==> config.mk <==
export PLATFORM = sky130hd
export DESIGN_NAME = ir_rxq_top
export DESIGN_NICKNAME = d
export VERILOG_FILES = /design/src/rtl/ir_rxq_pkg.sv /design/src/rtl/ir_rxq_store.sv /design/src/rtl/ir_rxq_flags.sv /design/src/rtl/ir_rxq_regmap.sv /design/src/rtl/ir_rxq_top.sv
export SDC_FILE = /design/constraint.sdc
export NUM_CORES = 1
export LEC_CHECK = 0
export BUFFER_PORTS_ARGS = -buffer_cell sky130_fd_sc_hd__buf_2
export CAP_MARGIN = 25
export CORE_UTILIZATION = 50
export CTS_CLUSTER_DIAMETER = 200
export DETAILED_ROUTE_END_ITERATION = 12
export PLACE_DENSITY = 0.83
export SLEW_MARGIN = 0
export SYNTH_ARGS = -nofsm -noshare
export SYNTH_HDL_FRONTEND = slang
export SYNTH_SLANG_ARGS = --single-unit
==> constraint.sdc <==
create_clock -name clk -period 4.2 [get_ports clk]
set_input_delay 0.42 -clock clk [delete_from_list [all_inputs] [get_ports clk]]
set_output_delay 0.42 -clock clk [all_outputs]
set_load 0.02 [all_outputs]
==> src/rtl/ir_rxq_pkg.sv <==
package ir_rxq_pkg;
   localparam int WORD_W  = 32;
   localparam int BYTE_W  = 8;
   localparam int OVF_BIT = 0;
   localparam int PKT_BIT = 1;
   localparam int AVL_BIT = 4;
   localparam int CNT_LSB = 8;
   localparam int CNT_MAX_W = 8;

   typedef struct packed {
      logic avl;
      logic pkt;
      logic ovf;
   } evt_flags_t;
endpackage

==> src/rtl/ir_rxq_store.sv <==
module ir_rxq_store #(
   parameter int DEPTH       = 16,
   parameter int DATA_W      = 8,
   parameter bit CLEAR_STORE = 1'b0,
   localparam int PTR_W      = $clog2(DEPTH),
   localparam int CNT_W      = PTR_W + 1
) (
   input  logic              clk,
   input  logic              rst_n,
   input  logic              wr_i,
   input  logic [DATA_W-1:0] wr_data_i,
   input  logic              rd_i,
   output logic [DATA_W-1:0] rd_data_o,
   output logic [CNT_W-1:0]  count_o,
   output logic              drop_o
);
   logic [PTR_W-1:0]        wr_ptr_q, rd_ptr_q;
   logic [CNT_W-1:0]        count_q;
   logic [DEPTH*DATA_W-1:0] slot_vec;
   logic                    full, empty, pop_ok, push_ok;

   assign full    = (count_q == CNT_W'(DEPTH));
   assign empty   = (count_q == '0);
   assign pop_ok  = rd_i & ~empty;
   assign push_ok = wr_i & (~full | pop_ok);
   assign drop_o  = wr_i & full & ~pop_ok;

   for (genvar e = 0; e < DEPTH; e++) begin : g_slot
      logic [DATA_W-1:0] slot_q;
      logic              hit;
      assign hit = push_ok && (wr_ptr_q == PTR_W'(e));
      if (CLEAR_STORE) begin : g_rst
         always_ff @(posedge clk or negedge rst_n) begin
            if (!rst_n)   slot_q <= '0;
            else if (hit) slot_q <= wr_data_i;
         end
      end else begin : g_norst
         always_ff @(posedge clk) begin
            if (hit) slot_q <= wr_data_i;
         end
      end
      assign slot_vec[e*DATA_W +: DATA_W] = slot_q;
   end

   always_ff @(posedge clk or negedge rst_n) begin
      if (!rst_n) begin
         wr_ptr_q <= '0;
         rd_ptr_q <= '0;
         count_q  <= '0;
      end else begin
         if (push_ok) wr_ptr_q <= wr_ptr_q + 1'b1;
         if (pop_ok)  rd_ptr_q <= rd_ptr_q + 1'b1;
         case ({push_ok, pop_ok})
            2'b10:   count_q <= count_q + 1'b1;
            2'b01:   count_q <= count_q - 1'b1;
            default: count_q <= count_q;
         endcase
      end
   end

   assign rd_data_o = empty ? '0 : slot_vec[rd_ptr_q*DATA_W +: DATA_W];
   assign count_o   = count_q;
endmodule

==> src/rtl/ir_rxq_flags.sv <==
module ir_rxq_flags
   import ir_rxq_pkg::*;
#(
   parameter int CNT_W = 5
) (
   input  logic             clk,
   input  logic             rst_n,
   input  logic             ovf_set_i,
   input  logic             pkt_set_i,
   input  logic [CNT_W-1:0] count_i,
   input  logic [CNT_W-1:0] level_i,
   input  evt_flags_t       clr_i,
   input  evt_flags_t       en_i,
   output evt_flags_t       flags_o,
   output logic             irq_o
);
   evt_flags_t flags_q, set_v;

   always_comb begin
      set_v.ovf = ovf_set_i;
      set_v.pkt = pkt_set_i;
      set_v.avl = (count_i > level_i);
   end

   always_ff @(posedge clk or negedge rst_n) begin
      if (!rst_n) flags_q <= '0;
      else        flags_q <= (flags_q & ~clr_i) | set_v;
   end

   assign flags_o = flags_q;
   assign irq_o   = |(flags_q & en_i);
endmodule

==> src/rtl/ir_rxq_regmap.sv <==
module ir_rxq_regmap
   import ir_rxq_pkg::*;
#(
   parameter int CNT_W = 5
) (
   input  logic [WORD_W-1:0] ctl_word_i,
   input  logic              clr_stb_i,
   input  logic [WORD_W-1:0] clr_word_i,
   input  evt_flags_t        flags_i,
   input  logic [CNT_W-1:0]  count_i,
   output evt_flags_t        en_o,
   output evt_flags_t        clr_o,
   output logic [CNT_W-1:0]  level_o,
   output logic [WORD_W-1:0] stat_word_o
);
   always_comb begin
      en_o.ovf  = ctl_word_i[OVF_BIT];
      en_o.pkt  = ctl_word_i[PKT_BIT];
      en_o.avl  = ctl_word_i[AVL_BIT];
      level_o   = ctl_word_i[CNT_LSB +: CNT_W];
      clr_o.ovf = clr_stb_i & clr_word_i[OVF_BIT];
      clr_o.pkt = clr_stb_i & clr_word_i[PKT_BIT];
      clr_o.avl = clr_stb_i & clr_word_i[AVL_BIT];
   end

   always_comb begin
      stat_word_o                     = '0;
      stat_word_o[OVF_BIT]            = flags_i.ovf;
      stat_word_o[PKT_BIT]            = flags_i.pkt;
      stat_word_o[AVL_BIT]            = flags_i.avl;
      stat_word_o[CNT_LSB +: CNT_W]   = count_i;
   end
endmodule

==> src/rtl/ir_rxq_top.sv <==
module ir_rxq_top
   import ir_rxq_pkg::*;
#(
   parameter int DEPTH       = 16,
   parameter bit CLEAR_STORE = 1'b0
) (
   input  logic              clk,
   input  logic              rst_n,
   input  logic              wr_stb_i,
   input  logic [7:0]        wr_byte_i,
   input  logic              pkt_end_i,
   input  logic              rd_stb_i,
   input  logic [31:0]       ctl_word_i,
   input  logic              clr_stb_i,
   input  logic [31:0]       clr_word_i,
   output logic [31:0]       rd_word_o,
   output logic [31:0]       stat_word_o,
   output logic              irq_o
);
   localparam int PTR_W = $clog2(DEPTH);
   localparam int CNT_W = PTR_W + 1;

   if (DEPTH < 4 || (DEPTH & (DEPTH - 1)) != 0) begin : g_bad_depth
      $error("ir_rxq_top: DEPTH must be a power of two of at least 4");
   end
   if (CNT_W > CNT_MAX_W) begin : g_bad_width
      $error("ir_rxq_top: occupancy field does not fit its 8-bit slot");
   end

   logic [BYTE_W-1:0] head_byte;
   logic [CNT_W-1:0]  count, level;
   logic              drop;
   evt_flags_t        flags, en, clr;

   ir_rxq_store #(
      .DEPTH      (DEPTH),
      .DATA_W     (BYTE_W),
      .CLEAR_STORE(CLEAR_STORE)
   ) u_store (
      .clk      (clk),
      .rst_n    (rst_n),
      .wr_i     (wr_stb_i),
      .wr_data_i(wr_byte_i),
      .rd_i     (rd_stb_i),
      .rd_data_o(head_byte),
      .count_o  (count),
      .drop_o   (drop)
   );

   ir_rxq_regmap #(.CNT_W(CNT_W)) u_regmap (
      .ctl_word_i (ctl_word_i),
      .clr_stb_i  (clr_stb_i),
      .clr_word_i (clr_word_i),
      .flags_i    (flags),
      .count_i    (count),
      .en_o       (en),
      .clr_o      (clr),
      .level_o    (level),
      .stat_word_o(stat_word_o)
   );

   ir_rxq_flags #(.CNT_W(CNT_W)) u_flags (
      .clk      (clk),
      .rst_n    (rst_n),
      .ovf_set_i(drop),
      .pkt_set_i(pkt_end_i),
      .count_i  (count),
      .level_i  (level),
      .clr_i    (clr),
      .en_i     (en),
      .flags_o  (flags),
      .irq_o    (irq_o)
   );

   assign rd_word_o = {{(WORD_W-BYTE_W){1'b0}}, head_byte};
endmodule

==> results of run 1 <==
## layout make-up
class | instances | area [um2] | area share (%)
sequential | 144 | 4247 | 59.44
multi-input combinational | 209 | 1829 | 25.60
clock buffer | 20 | 436.7 | 6.112
timing repair buffer | 49 | 275.3 | 3.853
tap | 168 | 210.2 | 2.942
clock inverter | 10 | 112.6 | 1.576
inverter | 9 | 33.78 | 0.4729
## worst register-to-register path, cell delays in order, from the launching register on
cell	delay, ns
dfrtp_1	0.56
or4_4	0.24
nor3b_1	0.06
nor2b_1	0.52
nand2_1	0.25
nor2_1	0.82
## cells in the mapped netlist, types with 2 or more instances
cell type and count:
buf_1 2, ha_1 12, edfxtp_1 128, mux2_2 2
a21oi_1 6, nor3_1 7, buf_4 48, nand2_1 11
o22ai_1 9, nand2b_1 5, buf_2 8, dfrtp_1 16
nor2b_1 4, nand3_1 5, clkbuf_1 7, mux4_2 32
nor2_1 16, nor3b_1 2, inv_1 9, mux2i_1 16
o21ai_0 5, xnor2_1 11
## path summary, 6_finish.rpt
path                                                      start  slack, ns  cells after the start                                    end
worst max-delay path            u_store.rd_ptr_q[0]$_DFFE_PN0N_       1.15                      5                           rd_word_o[2]
worst min-delay path                                  pkt_end_i       0.19                      2           u_flags.flags_o[1]$_DFF_PN0_
worst max register to register   u_store.count_o[1]$_DFFE_PN0P_       1.36                      5  u_store.g_slot[6].slot_q[2]$_DFFE_PP_
worst min register to register     u_flags.flags_o[1]$_DFF_PN0_       0.51                      1           u_flags.flags_o[1]$_DFF_PN0_
max in group asynchronous                                 rst_n       3.44                      2        u_store.rd_ptr_q[0]$_DFFE_PN0N_
min in group asynchronous                                 rst_n       0.46                      2         u_store.count_o[4]$_DFFE_PN0P_
## kinds of logic after synthesis
family,Yosys count,share of synthesized area [%]
flops,144,66.56
buf+inv,75,7.516
simple gates,56,4.415
mux,50,14.17
compound gates,31,3.277
fa+ha+maj,12,2.355
xor+xnor,12,1.648
other cells,1,0.05881
## metal layers
| metal | track usage [%] | part of all wire [%] | vias up | wire length [um] |
|---|---|---|---|---|
| met2 | 33.01 | 51 | 181 | 6156 |
| li1 | - | - | 1460 | - |
| met5 | 0 | 0 | - | 0 |
| met4 | 9.091 | 2.4 | 0 | 291 |
| met1 | 23.58 | 40 | 1696 | 4789 |
| met3 | 5.535 | 6.8 | 29 | 825 |
## where the power goes
| part | internal (mW) | leakage (nW) | total, mW | switching [mW] |
|---|---|---|---|---|
| Combinational | 0.705 | 0.996 | 1.51 | 0.805 |
| Clock | 0.865 | 0.270 | 1.41 | 0.541 |
| Sequential | 1.76 | 1.34 | 2.05 | 0.295 |
## metrics by stage
step	utilization, %	cell area (um2)	setup slack [ns]
2_1_floorplan	-	6553	1.706
3_3_place_gp	53.80	6570	1.599
3_5_place_dp	53.92	6585	1.457
4_1_cts	58.50	7144	1.072
5_1_grt	58.50	7144	0.9741
6_report	58.50	7144	1.146
## sequential cells by signal, indices dropped and copies added, names as in the netlist
name	flops
u_store.wr_ptr_q	4
u_store.rd_ptr_q	4
u_flags.flags_o	3
u_store.g_slot.slot_q	128
u_store.count_o	5
## timing repair
| item | in CTS | in global routing |
|---|---|---|
| hold buffers | 1 | 0 |
| endpoints found under the setup margin | 0 | 0 |
| hold endpoints to repair | 16 | 0 |
## layout by cell type (no fill, tap or decap), types with 4 or more instances in the layout
cell	instances
a21oi_1	6
buf_2	41
buf_4	6
clkbuf_16	17
conb_1	48
dfrtp_1	14
edfxtp_1	128
ha_1	12
inv_1	9
mux2i_1	16
mux4_2	32
nand2_1	11
nand2b_1	5
nand3_1	5
nor2_1	16
nor2b_1	4
nor3_1	7
o21ai_0	5
o22ai_1	9
xnor2_1	11
==> results.yml, run 1 <==
status:
  outcome: "finished, final reports clean"
timing:
  fin_skew_ns: 0.008240
  slew_violations: 0
  worst_pin_slew_ns: 1.004
  tns_ns: 0
  post-route-min-period_ns: 3.054
  post-route-period-util_pct: 72.72
  fmax_mhz: 327.4
  slew_headroom_pct: 32.81
  hold_viol_final: 0
  rsz0062_at_grt: "false"
  holdWs_ns: 0.1896
  finalSetupViolCount: 0
logic_synthesis:
  synth_top_area_share_pct: 60.28
  synth_warnings: 0
  netlist_instances: 381
  synth_largest_area_cell: "edfxtp_1"
  synth-seq-cells: 144
  synth_area_leaders: "edfxtp_1 60%, mux4_2 11%, dfrtp_1 6.3%"
  synth_async_sr_flop_share_pct: 11.11
  synth_flop_cell: "edfxtp_1"
  synth_edf_count: 128
  synth_area_mm2: 0.006376
  postSynthAreaPerCell_um2: 16.74
  yosysUniqueCellTypes: 42
  ys_seq_area_share_pct: 66.56
power:
  p_per_area_mw_per_mm2: 695.8
  ir_drop_mv: 0.4001
  finalPower_mw: 4.971
  leakage_nw: 2.608
critical_path:
  cpMaxStageDelayCell: "dfrtp_2"
  path_cells: "buf_4 -> mux4_2 -> mux2i_1 -> o22ai_1 -> buf_2"
  cp_num_buf_inv: 2
  slowest_delay_ns: 0.83
  crit_type: "reg2out"
  cp_top_family: "flip-flops"
  cp_max_fo: 21
  crit_required_ns: 3.78
  end_kind: "output port"
  cp.arrival_ns: 2.63
  start_kind: "flop"
clock_network:
  insertion_delay_ns: 0.41
  cts-root-buf: "clkbuf_16"
  cts_tree: "built"
  h-tree-depth: 4
  path_clk_slew_ns: 0.06
  cts_resized: 0
  cts_setup_buffers: 0
  cts_max_path_buffers: 2
  cts_sinks: 144
  cts_made_buffers: 17
die:
  ioPinCount: 143
  start_util_pct: 52.21
  die_y_um: 114.9
  die_w_um: 114.9
  dieArea_mm2: 0.01321
  row_count: 40
  coreArea_mm2: 0.01221
cells_and_area:
  synthToLayoutAreaGrowth_pct: 12.05
  final_nets: 520
  fin_cells: 609
  antennaDiodeCount: 0
  fill_cells: 853
  drive_above_1_share_pct: 25.40
routing:
  num_vias: 3366
  drc: 0
  wl_per_cell_um: 19.81
  drt_iter0_drc: 281
  firstDrtPassIters: 4
  totalWireLength_mm: 12.06
  ant_nets: 0
  via_per_inst: 5.527
place:
  dp_cells: 578
  place.port_buffers: 41
  dp_hpwl_mm: 7.334
  routabilityCongestion: 0.7982
global_route:
  antenna_found_initial: 0
  grt_usage_pct: 19.62
  grt_max_degree: 36
  grt_pass1_vias: 3351
  grt_pass1_wl_mm: 18.16
  overflow: 0
worst_hold_path:
  hp-class: "in2reg"
run:
  maxCapViolations: 0
Note: power is estimated with default switching activity, not from simulation.
==> run 2, diff against run 1 <==
--- a/config.mk
+++ b/config.mk
@@ -7,10 +7,10 @@
 export LEC_CHECK = 0
 export BUFFER_PORTS_ARGS = -buffer_cell sky130_fd_sc_hd__buf_2
 export CAP_MARGIN = 25
-export CORE_UTILIZATION = 50
+export CORE_UTILIZATION = 49
 export CTS_CLUSTER_DIAMETER = 200
 export DETAILED_ROUTE_END_ITERATION = 12
-export PLACE_DENSITY = 0.83
+export PLACE_DENSITY = 0.84
 export SLEW_MARGIN = 0
 export SYNTH_ARGS = -nofsm -noshare
 export SYNTH_HDL_FRONTEND = slang
==> constraint.sdc (replaced) <==
create_clock -name clk -period 2.5 [get_ports clk]
set_input_delay 0.25 -clock clk [delete_from_list [all_inputs] [get_ports clk]]
set_output_delay 0.25 -clock clk [all_outputs]
set_load 0.02 [all_outputs]
==> results.yml, run 2 (same netlist as run 1, synthesis figures left out) <==
status:
  outcome: "finished, final reports clean"
global_route:
  grt_usage_pct: 18.54
  busiest_layer: "met2"
  grt_max_degree: 36
  antenna_found_initial: 0
  grt_util_met3_pct: 3.556
  overflow: 0
  grt_pass1_wl_mm: 17.75
  grt_pass1_vias: 3299
  grt_util_met1_pct: 23.31
  met2_usage_pct: 30.79
cells_and_area:
  utilization_pct: 57.76
  synthToLayoutAreaGrowth_pct: 14.78
  regMostFlops: "u_store.g_slot.slot_q"
  final_common_cell: "edfxtp_1"
  antennaDiodeCount: 0
  layout.area.seq_mm2: 0.004245
  multiInputGateArea_mm2: 0.001872
  largest_register_ff_count: 128
  final_nets: 529
  drive_above_1_share_pct: 28.00
  mostFrequentLayoutCells: "128 x edfxtp_1, 48 x conb_1, 41 x buf_2"
  fill_cells: 881
critical_path:
  slowest_delay_ns: 0.59
  path_cells: "or4_4 -> or2_1 -> nand2b_4 -> o22ai_1 -> buf_2"
  reg2reg_slack_ns: 0.10
  crit_type: "reg2out"
  cp.arrival_ns: 2.16
  worstReg2RegStart: "u_store.count_o[2]$_DFFE_PN0P_"
  reg2reg_to: "u_store.g_slot[4].slot_q[3]$_DFFE_PP_"
  cp_num_buf_inv: 1
  cp_max_fo: 8
  crit_start: "u_store.count_o[3]$_DFFE_PN0P_"
  crit_cells: 5
  start_kind: "flop"
  cp-endpoint: "rd_word_o[0]"
  cp_top_family: "simple AND/OR/NAND/NOR gates"
  crit_required_ns: 2.25
  end_kind: "output port"
  rr_worst_depth: 5
  cpMaxStageDelayCell: "or4_4"
die:
  die_y_um: 116.1
  coreArea_mm2: 0.01267
  start_util_pct: 50.32
  ioPinCount: 143
  die_w_um: 116.1
  dieArea_mm2: 0.01347
  row_count: 41
power:
  ir_drop_mv: 0.7834
  p_per_area_mw_per_mm2: 1176
  leakage_nw: 2.683
routing:
  drt_iter0_drc: 250
  ant_nets: 0
  firstDrtPassIters: 4
  via_per_inst: 5.359
  drc: 0
  num_vias: 3333
  totalWireLength_mm: 11.62
  wl_per_cell_um: 18.68
clock_network:
  cts_setup_buffers: 0
  insertion_delay_ns: 0.42
  cts_max_path_buffers: 2
  cts_made_buffers: 17
  cts_sinks: 144
  cts_tree: "built"
  path_clk_slew_ns: 0.06
  cts-root-buf: "clkbuf_16"
  h-tree-depth: 4
place:
  routabilityCongestion: 0.8333
  place.port_buffers: 41
  dp_hpwl_mm: 7.263
timing:
  fin_skew_ns: 0.01720
  hold_viol_final: 0
  tns_ns: 0
  post-route-period-util_pct: 96.60
  holdWs_ns: 0.01731
  slew_headroom_pct: 39.25
  worst_pin_slew_ns: 0.9079
  slew_violations: 0
  rsz0062_at_grt: "true"
  post-route-min-period_ns: 2.415
  fmax_mhz: 414.1
  finalSetupViolCount: 0
run:
  maxCapViolations: 0
worst_hold_path:
  hp-class: "in2reg"
[run 2: layout make-up]
type | count | area share (%)
timing repair buffer | 58 | 5.163
sequential | 144 | 58.01
clock inverter | 11 | 1.932
clock buffer | 19 | 5.916
multi-input combinational | 209 | 25.58
tap | 172 | 2.941
inverter | 9 | 0.4616
[run 2: worst min-delay path by stage]
stage                   start                             end  slack [ns]  depth (start not counted)
finish              pkt_end_i    u_flags.flags_o[1]$_DFF_PN0_        0.02                          2
global route        pkt_end_i    u_flags.flags_o[1]$_DFF_PN0_        0.03                          2
CTS                 pkt_end_i    u_flags.flags_o[1]$_DFF_PN0_        0.02                          2
detailed placement      rst_n  u_store.count_o[1]$_DFFE_PN0P_        0.19                          1
global placement        rst_n  u_store.count_o[3]$_DFFE_PN0P_        0.19                          1
floorplan               rst_n    u_flags.flags_o[0]$_DFF_PN0_       -0.05                          0
[run 2: routing by layer]
metal	routed length, um	up-vias
met5	0	-
met4	282	0
met3	570	25
met2	6056	149
met1	4708	1674
li1	-	1485
[run 2: power by group]
| group | total [mW] | leakage (nW) | internal [mW] | switching (mW) |
|---|---|---|---|---|
| registers | 3.16 | 1.34 | 2.96 | 0.198 |
| logic | 2.99 | 1.06 | 1.33 | 1.66 |
| clock network | 2.46 | 0.278 | 1.55 | 0.909 |
[run 2: repair_timing]
item,4_1_cts,5_1_grt
cloned,0,1
gates resized for setup,3,6
hold buffers,1,0
endpoints found under the hold margin,16,0
setup endpoints to repair,8,8
pin swaps,0,2
[run 2: worst reg2reg max path, cell delays in order, from the launching register on]
cell and delay [ns]:
dfrtp_1 0.35, or4_4 0.18, nor3b_1 0.07, nor2b_1 0.41
nand2_1 0.25, nor2_1 0.76
[run 2: metrics by stage]
stage | instance area, um2 | total power [mW] | worst slack, ns | cells
global placement | 6666 | 5.944 | 0.08785 | 590
finish | 7318 | 8.608 | 0.08500 | 622
global route | 7318 | 8.996 | -0.03035 | 622
floorplan | 6553 | 5.296 | 0.006113 | 428
detailed placement | 6666 | 6.080 | -0.003719 | 590
CTS | 7259 | 8.540 | 0.05370 | 621
==> run 3, diff against run 2 <==
--- a/config.mk
+++ b/config.mk
@@ -7,10 +7,10 @@
 export LEC_CHECK = 0
 export BUFFER_PORTS_ARGS = -buffer_cell sky130_fd_sc_hd__buf_2
 export CAP_MARGIN = 25
-export CORE_UTILIZATION = 49
+export CORE_UTILIZATION = 40
 export CTS_CLUSTER_DIAMETER = 200
 export DETAILED_ROUTE_END_ITERATION = 12
-export PLACE_DENSITY = 0.84
+export PLACE_DENSITY = 0.72
 export SLEW_MARGIN = 0
 export SYNTH_ARGS = -nofsm -noshare
 export SYNTH_HDL_FRONTEND = slang
==> results.yml, run 3 (same netlist as run 1, synthesis figures left out) <==
clock_network:
  cts_made_buffers: 17
  h-tree-depth: 4
  cts_sinks: 144
  cts-root-buf: "clkbuf_16"
  cts_tree: "built"
  insertion_delay_ns: 0.41
  path_clk_slew_ns: 0.06
  cts_max_path_buffers: 2
timing:
  fin_skew_ns: 0.009639
  fin_ws_ns: 0.03197
  hold_viol_final: 0
  slew_violations: 0
  fmax_mhz: 405.2
  finalSetupViolCount: 0
  rsz0062_at_grt: "true"
  post-route-period-util_pct: 98.72
  post-route-min-period_ns: 2.468
  slew_headroom_pct: 32.68
  worst_pin_slew_ns: 1.006
cells_and_area:
  final_common_cell: "edfxtp_1"
  antennaDiodeCount: 0
  final_nets: 533
  fill_cells: 1239
  synthToLayoutAreaGrowth_pct: 15.68
  utilization_pct: 47.99
  mostFrequentLayoutCells: "128 x edfxtp_1, 48 x conb_1, 41 x buf_2"
  largest_register_ff_count: 128
  regMostFlops: "u_store.g_slot.slot_q"
  drive_above_1_share_pct: 29.67
die:
  ioPinCount: 143
  row_count: 45
  die_y_um: 128.3
  die_w_um: 128.3
  dieArea_mm2: 0.01645
  coreArea_mm2: 0.01537
  start_util_pct: 41.48
routing:
  drt_iter0_drc: 152
  num_vias: 3301
  via_per_inst: 4.956
  ant_nets: 0
  totalWireLength_mm: 11.46
  wl_per_cell_um: 17.21
  drc: 0
  firstDrtPassIters: 4
place:
  place.port_buffers: 41
  post-place-ws_ns: -0.01784
  routabilityCongestion: 0.7963
  dp_hpwl_mm: 7.463
power:
  ir_drop_mv: 0.4854
  p_per_area_mw_per_mm2: 1153
  leakage_nw: 2.686
global_route:
  grt_pass1_wl_mm: 18.21
  grt_util_met1_pct: 18.62
  grt_pass1_vias: 3315
  grt_max_degree: 26
  overflow: 0
  grt_util_met3_pct: 3.631
  busiest_layer: "met2"
  antenna_found_initial: 0
  met2_usage_pct: 25.66
  grt_usage_pct: 15.15
worst_hold_path:
  hp-class: "in2reg"
critical_path:
  cpMaxStageDelayCell: "or4_4"
  cp_max_fo: 8
  cp.arrival_ns: 2.22
  slowest_delay_ns: 0.60
  crit_type: "reg2out"
  crit_required_ns: 2.25
  cp_num_buf_inv: 1
  cp_top_family: "simple AND/OR/NAND/NOR gates"
  start_kind: "flop"
  end_kind: "output port"
  path_cells: "or4_4 -> or2_1 -> nand2b_4 -> o22ai_1 -> buf_2"
status:
  outcome: "finished, final reports clean"
run:
  maxCapViolations: 0
## run 3: cell type report
class	count	area [um2]	share of cell area, %
multi-input cells	209	1877	25.45
inverters	9	33.78	0.4580
repair buffers	62	390.4	5.293
clock inverters	14	140.1	1.900
flip-flops and latches	144	4245	57.56
clock buffers	17	425.4	5.768
well taps	211	264.0	3.579
## run 3: worst paths after layout
path | slack, ns | cells after the start | to | from
worst max-delay path | 0.03 | 5 | rd_word_o[3] | u_store.count_o[3]$_DFFE_PN0P_
min in group asynchronous | 0.30 | 2 | u_store.count_o[3]$_DFFE_PN0P_ | rst_n
worst max register to register | 0.12 | 9 | u_store.count_o[4]$_DFFE_PN0P_ | u_store.count_o[3]$_DFFE_PN0P_
max in group asynchronous | 1.90 | 2 | u_store.rd_ptr_q[0]$_DFFE_PN0N_ | rst_n
worst min register to register | 0.51 | 1 | u_flags.flags_o[1]$_DFF_PN0_ | u_flags.flags_o[1]$_DFF_PN0_
worst min-delay path | 0.02 | 2 | u_flags.flags_o[1]$_DFF_PN0_ | pkt_end_i
## run 3: layer usage
| metal | part of all wire, % | vias up | wire [um] |
|---|---|---|---|
| met3 | 4.7 | 12 | 535 |
| met1 | 42 | 1687 | 4831 |
| met5 | 0 | - | 0 |
| met2 | 52 | 118 | 5924 |
| met4 | 1.5 | 0 | 172 |
| li1 | - | 1484 | - |
## run 3: per-stage QoR
step | TNS (ns) | instance area, um2 | cells | hold slack, ns | total power, mW
detailed placement | -0.01784 | 6753 | 634 | 0.1981 | 6.113
global placement | 0 | 6753 | 634 | 0.1934 | 6.024
floorplan | 0 | 6553 | 428 | -0.04559 | 5.296
CTS | 0 | 7337 | 666 | 0.01425 | 8.540
finish | 0 | 7376 | 666 | 0.02309 | 8.507
global route | -0.009987 | 7376 | 666 | 0.02128 | 8.916
## run 3: worst reg2reg max path, stage by stage (launching register included)
cell and delay [ns]:
dfrtp_1 0.39, or4_4 0.60, o21ai_4 0.19, inv_1 0.11
ha_4 0.30, o31a_1 0.14, o21ai_0 0.11, o21bai_1 0.21
a21oi_2 0.10, xnor2_1 0.13
## run 3: timing repair
| action | 4_1_cts | 5_1_grt |
|---|---|---|
| pin swaps | 0 | 1 |
| hold buffers | 1 | 0 |
| hold endpoints to repair | 16 | 0 |
| resized for setup | 3 | 8 |
| setup buffers | 0 | 0 |
| setup endpoints to repair | 9 | 17 |
## run 3: report_power, final
part           leakage, nW  internal [mW]  total, mW  switching [mW]
Combinational         1.07           1.33       2.97            1.64
Sequential            1.34           2.96       3.16           0.195
Clock                0.270           1.46       2.38           0.923
